**src/rtl/spi_irq_pkg.sv**
```systemverilog
package spi_irq_pkg;
    localparam int EVT_COUNT = 9;

    localparam int EV_MASTER_DONE = 0;
    localparam int EV_SLAVE_DONE  = 1;
    localparam int EV_RX_REQ      = 2;
    localparam int EV_RX_OVF      = 3;
    localparam int EV_RX_UNF      = 4;
    localparam int EV_TX_REQ      = 5;
    localparam int EV_TX_OVF      = 6;
    localparam int EV_TX_UNF      = 7;
    localparam int EV_MULTI_MSTR  = 8;

    localparam logic [EVT_COUNT-1:0] FATAL_SET =
        (EVT_COUNT'(1) << EV_SLAVE_DONE) | (EVT_COUNT'(1) << EV_RX_OVF) |
        (EVT_COUNT'(1) << EV_RX_UNF)     | (EVT_COUNT'(1) << EV_TX_OVF) |
        (EVT_COUNT'(1) << EV_MULTI_MSTR);

    typedef enum logic { SEL_MASK = 1'b0, SEL_EVENT = 1'b1 } reg_sel_e;
endpackage

```
**src/rtl/spi_irq_evt_reg.sv**
```systemverilog
module spi_irq_evt_reg #(
    parameter int W = 9
) (
    input  logic         clk,
    input  logic         rst_n,
    input  logic [W-1:0] pulse_i,
    input  logic [W-1:0] ack_i,
    output logic [W-1:0] state_o
);
    typedef struct packed {
        logic [W-1:0] evt;
    } evt_st_t;

    evt_st_t cur_q, nxt_d;

    always_comb begin
        nxt_d     = cur_q;
        // set wins over clear
        nxt_d.evt = (cur_q.evt & ~ack_i) | pulse_i;
    end

    always_ff @(posedge clk) begin
        if (!rst_n) cur_q <= '0;
        else        cur_q <= nxt_d;
    end

    assign state_o = cur_q.evt;

    AST_PULSE_SETS: assert property (@(posedge clk) disable iff (!rst_n)
        (|pulse_i) |=> ((state_o & $past(pulse_i)) == $past(pulse_i)));
    AST_ACK_CLEARS: assert property (@(posedge clk) disable iff (!rst_n)
        (|ack_i) |=> ((state_o & $past(ack_i) & ~$past(pulse_i)) == '0));
    AST_STICKY: assert property (@(posedge clk) disable iff (!rst_n)
        (ack_i == '0) |=> ((($past(state_o)) & ~state_o) == '0));
endmodule

```
**src/rtl/spi_irq_gate.sv**
```systemverilog
module spi_irq_gate #(
    parameter int W = 9
) (
    input  logic         clk,
    input  logic         rst_n,
    input  logic [W-1:0] evt_i,
    input  logic         mask_we_i,
    input  logic [W-1:0] mask_wdata_i,
    output logic [W-1:0] mask_o,
    output logic         pend_o,
    output logic         irq_o
);
    typedef struct packed {
        logic [W-1:0] mask;
        logic         irq;
    } gate_st_t;

    gate_st_t cur_q, nxt_d;
    logic     pend_w;

    always_comb begin
        pend_w = |(evt_i & ~cur_q.mask);
        nxt_d  = cur_q;
        if (mask_we_i) nxt_d.mask = mask_wdata_i;
        nxt_d.irq = pend_w;
    end

    always_ff @(posedge clk) begin
        if (!rst_n) begin
            cur_q.mask <= '1;
            cur_q.irq  <= 1'b0;
        end else begin
            cur_q <= nxt_d;
        end
    end

    assign mask_o = cur_q.mask;
    assign pend_o = pend_w;
    assign irq_o  = cur_q.irq;

    AST_IRQ_FOLLOWS: assert property (@(posedge clk) disable iff (!rst_n)
        1'b1 |=> (irq_o == $past(pend_o)));
    AST_MASK_LOAD: assert property (@(posedge clk) disable iff (!rst_n)
        mask_we_i |=> (mask_o == $past(mask_wdata_i)));
    AST_ALL_MASKED_QUIET: assert property (@(posedge clk) disable iff (!rst_n)
        (mask_o == '1) |-> !pend_o);
endmodule

```
**src/rtl/spi_irq_unit.sv**
```systemverilog
module spi_irq_unit
    import spi_irq_pkg::*;
#(
    parameter int                  NUM_EVT = EVT_COUNT,
    parameter logic [NUM_EVT-1:0]  ERR_SEL = FATAL_SET
) (
    input  logic               clk,
    input  logic               rst_n,
    input  logic [NUM_EVT-1:0] evt_pulse,
    input  logic               wr_en,
    input  logic               wr_sel,
    input  logic [NUM_EVT-1:0] wr_data,
    input  logic               rd_sel,
    output logic [NUM_EVT-1:0] rd_data,
    output logic               pending,
    output logic               irq,
    output logic               term_err
);
    logic [NUM_EVT-1:0] ack_d;
    logic               mask_we_d;
    logic [NUM_EVT-1:0] evt_q;
    logic [NUM_EVT-1:0] mask_q;

    always_comb begin
        mask_we_d = wr_en && (reg_sel_e'(wr_sel) == SEL_MASK);
        ack_d     = (wr_en && (reg_sel_e'(wr_sel) == SEL_EVENT)) ? wr_data : '0;
    end

    spi_irq_evt_reg #(.W(NUM_EVT)) u_evt (
        .clk     (clk),
        .rst_n   (rst_n),
        .pulse_i (evt_pulse),
        .ack_i   (ack_d),
        .state_o (evt_q)
    );

    spi_irq_gate #(.W(NUM_EVT)) u_gate (
        .clk          (clk),
        .rst_n        (rst_n),
        .evt_i        (evt_q),
        .mask_we_i    (mask_we_d),
        .mask_wdata_i (wr_data),
        .mask_o       (mask_q),
        .pend_o       (pending),
        .irq_o        (irq)
    );

    always_comb begin
        term_err = |(evt_q & ERR_SEL);
        rd_data  = (reg_sel_e'(rd_sel) == SEL_EVENT) ? evt_q : mask_q;
    end

    AST_MASK_HOLD: assert property (@(posedge clk) disable iff (!rst_n)
        !mask_we_d |=> $stable(mask_q));
    AST_MASKED_RECORDED: assert property (@(posedge clk) disable iff (!rst_n)
        (|(evt_pulse & mask_q)) |=> ((evt_q & $past(evt_pulse)) == $past(evt_pulse)));
endmodule

```
**config.mk**
```make
export PLATFORM = sky130hd
export DESIGN_NAME = spi_irq_unit
export DESIGN_NICKNAME = d
export VERILOG_FILES = /design/src/rtl/spi_irq_pkg.sv /design/src/rtl/spi_irq_evt_reg.sv /design/src/rtl/spi_irq_gate.sv /design/src/rtl/spi_irq_unit.sv
export SDC_FILE = /design/constraint.sdc
export NUM_CORES = 1
export LEC_CHECK = 0
export ABC_AREA = 0
export ABC_CLOCK_PERIOD_IN_PS = 1800
export CORE_MARGIN = 5
export CORE_UTILIZATION = 60
export CTS_BUF_LIST = sky130_fd_sc_hd__clkbuf_16
export CTS_CLUSTER_DIAMETER = 120
export CTS_CLUSTER_SIZE = 14
export DETAILED_ROUTE_END_ITERATION = 8
export DONT_BUFFER_PORTS = 1
export PLACE_DENSITY = 0.76
export SETUP_SLACK_MARGIN = 0.3
export SLEW_MARGIN = 15
export SYNTH_ARGS = -nofsm -noshare
export SYNTH_HDL_FRONTEND = slang
export SYNTH_SLANG_ARGS = --single-unit
```
**constraint.sdc**
```tcl
create_clock -name clk -period 1.8 [get_ports clk]
set_input_delay 0.27 -clock clk [delete_from_list [all_inputs] [get_ports clk]]
set_output_delay 0.27 -clock clk [all_outputs]
set_load 0.05 [all_outputs]
```
==> flow_summary.toml, run 1 <==
[cts]
cts_inserted_buffers = 3
clk-insertion-delay-late_ps = 250
path_clk_slew_ps = 50
clk_path_buf_depth = 2
cts_root_buf = "clkbuf_16"
clock-sinks = 19
cts_tree = "done"
htree_levels = 1

[setup_path]
crit_type = "reg -> out"
r2r-start = "u_evt.state_o[5]"
required_ps = 1530
end_kind = "primary output"
rr_endpoint = "u_gate.irq_o"
r2r_slack_ps = 750
worstPathMaxFanout = 3
cp.arrival_ps = 1380
rr_worst_depth = 3
worstSetupStartpointType = "flip-flop"

[placement]
placed_cells = 124
port_buffers = 0
dp_hpwl_mm = 1.46
placed_cell_area_um2 = 908
globalplace.congestion = 0.786
place_ws_ps = 384

[sta]
max_freq_mhz = 604
fin_crit_ps = 1650
rsz0062_at_grt = "true"
fin_crit_sh_pct = 91.9
layout_setup_ws_ps = 145
hold_viol = 0
slew_viol_final = 0
worstMarginPinSlew_ps = 471
fin_tns_setup_ps = 0
skew_ps = 3.12
slew_headroom_pct = 68.5
finalSetupViolCount = 0

[logic_synthesis]
avgSynthCellArea_um2 = 8.08
netlist.area_leader.share_pct = 44.0
synth_common_cells = "dfxtp_1 (19), nand2_1 (19), nand3_1 (13), nor2_1 (10), a21oi_1 (9)"
yosys-mux-area-fraction_pct = 3.91
synth_warnings = 0
syn_nets = 130
synth_seq_cells = 19
synth_cell_types = 22
synth-adder-area-share_pct = 0
postSynth.asyncResetShare_pct = 0
yosys.area.top_type = "dfxtp_1"
netlist_area_um2 = 865
synth_top_flop_cell = "dfxtp_1"
netlist_instances = 107
post_synth_and_or_nand_nor_area_fraction_pct = 26.0
synthXorXnorAreaFrac_pct = 0
synthTopCellsByArea = "dfxtp_1 (44%), nand2_1 (8.2%), nand3_1 (7.5%)"
synth_compound_area_share_pct = 19.8
synth-edff-count = 0
seq_area_frac_synth_pct = 44.0
synth_top_family_by_area = "simple AND/OR/NAND/NOR gates"

[global_routing]
grt.met2_usage_pct = 39.3
antenna_found_initial = 0
grt_pass1_wl_mm = 3.62
grt_overflow_total = 0
grt_util_met1_pct = 26.0
grt_pass1_vias = 795
grt_use_total_pct = 23.2
grt_max_degree = 16
grt_busiest_layer = "met2"
use_met3_pct = 6.77

[hold_path]
hold_path.class = "in -> reg"
min_to = "u_gate.mask_o[6]"
hold_depth = 1
min_from = "rst_n"

[layout]
finish.utilization_pct = 77.6
final_cells = 130
nets = 139
antenna_cells = 0
final_area_um2 = 1030
drive_above_1_share_pct = 22.6
area_delta_synth_final_pct = 19.7

[detailed_routing]
dr.pass1.iters = 4
drt-initial-drc-count = 20
detail_route.wl_per_cell_um = 17.5
ant_nets = 0
num_vias = 824
drc_errors = 0
wirelength_mm = 2.28
via_per_inst = 6.34

[status]
status = "completed"

[power_and_ir_drop]
p_leak_nw = 0.450
p_sw_share_pct = 29.1
worst_ir_drop_vdd_uv = 629
power_density_nw_per_um2 = 1120
p_int_uw = 825
combPwrFrac_pct = 19.5
p_sw_uw = 339
seq_power_share_pct = 41.7
power_frac_clock_pct = 38.8

[floorplanning]
fp.dieH_um = 48.0
die_area_um2 = 2300
dieWidth_um = 48.0
row_count = 13
core_um2 = 1330
start_util_pct = 64.8
num_io_pins = 35

[flow_run]
drv_cap = 0
## area by class of cell
| class | instances | area, um2 |
|---|---|---|
| multi-input cells | 76 | 453 |
| inverters | 7 | 26.3 |
| repair buffers | 9 | 71.3 |
| flip-flops and latches | 19 | 387 |
| clock buffers | 3 | 75.1 |
| well taps | 15 | 18.8 |
| clock inverters | 1 | 3.75 |
| fillers | 101 | 299 |
## power groups by stage
stage                     clock (mW)  sequential [mW]  combinational, mW
final                          0.452            0.485              0.226
after global routing           0.481            0.488              0.242
after CTS                      0.451            0.482              0.223
after detailed placement           0            0.491              0.210
after global placement             0            0.489              0.207
after floorplan                    0            0.485              0.182
## per-layer routing
layer | share of wire (%) | up-vias
met3 | 8.3 | 7
met5 | 0 | -
met4 | 1.8 | 0
met1 | 40 | 395
met2 | 49 | 35
li1 | - | 387
## cell families after synthesis
| kind of cell | count (synthesis) |
|---|---|
| AND/OR/NAND/NOR | 48 |
| AO/OA/AOI/OAI | 25 |
| flip-flops | 19 |
| buffers and inverters | 12 |
| multiplexers | 3 |
## per-stage QoR
step           total power, mW  hold slack, ps
2_1_floorplan            0.668             387
3_3_place_gp             0.696             343
3_5_place_dp             0.701             348
4_1_cts                   1.16            91.2
5_1_grt                   1.21             101
6_report                  1.16            88.8
## state kept, by name, indices dropped and copies added (netlist names)
| signal | cells |
|---|---|
| u_evt.state_o | 9 |
| u_gate.irq_o | 1 |
| u_gate.mask_o | 9 |
## worst max-delay path, stage by stage (launching register included)
cell and delay, ps:
dfxtp_2 320, nor2b_4 130, a2111oi_4 340, nand3_1 160
buf_6 190
## timing repair
action	CTS	global route
pin swaps	2	3
buffers inserted	2	0
cloned	0	0
resized for setup	8	5
hold buffers	0	0
setup endpoints to repair	1	3
## cell usage in the layout, fill, tap and decap left out, drive strengths merged, types with 3 or more instances in the layout
| cell type | synthesis | layout |
|---|---|---|
| clkbuf | 1 | 3 |
| nor2b | 4 | 4 |
| nor2 | 10 | 10 |
| a21oi | 9 | 9 |
| mux2 | 3 | 3 |
| o21ai | 6 | 6 |
| inv | 7 | 8 |
| o211ai | 6 | 6 |
| nand2 | 19 | 19 |
| dfxtp | 19 | 19 |
| buf | 4 | 9 |
| nand3 | 13 | 13 |
## how the worst max path moves through the flow
stage	start	to	slack, ps	cells past startpoint
3_5_place_dp	u_gate.mask_o[5]	pending	380	4
4_1_cts	u_evt.state_o[8]	pending	140	4
5_1_grt	u_evt.state_o[5]	pending	90	4
2_1_floorplan	rd_sel	rd_data[0]	10	2
6_report	u_evt.state_o[5]	pending	150	4
3_3_place_gp	u_evt.state_o[5]	pending	450	4
Power figures use the tool's default switching activity.
==> run 2: changes to the inputs <==
--- a/config.mk
+++ b/config.mk
@@ -11,7 +11,7 @@
 export CORE_UTILIZATION = 60
 export CTS_BUF_LIST = sky130_fd_sc_hd__clkbuf_16
 export CTS_CLUSTER_DIAMETER = 120
-export CTS_CLUSTER_SIZE = 14
+export CTS_CLUSTER_SIZE = 30
 export DETAILED_ROUTE_END_ITERATION = 8
 export DONT_BUFFER_PORTS = 1
 export PLACE_DENSITY = 0.76
==> results of run 2 <==
Final layout, timing and power as in run 1 (identical DEF).
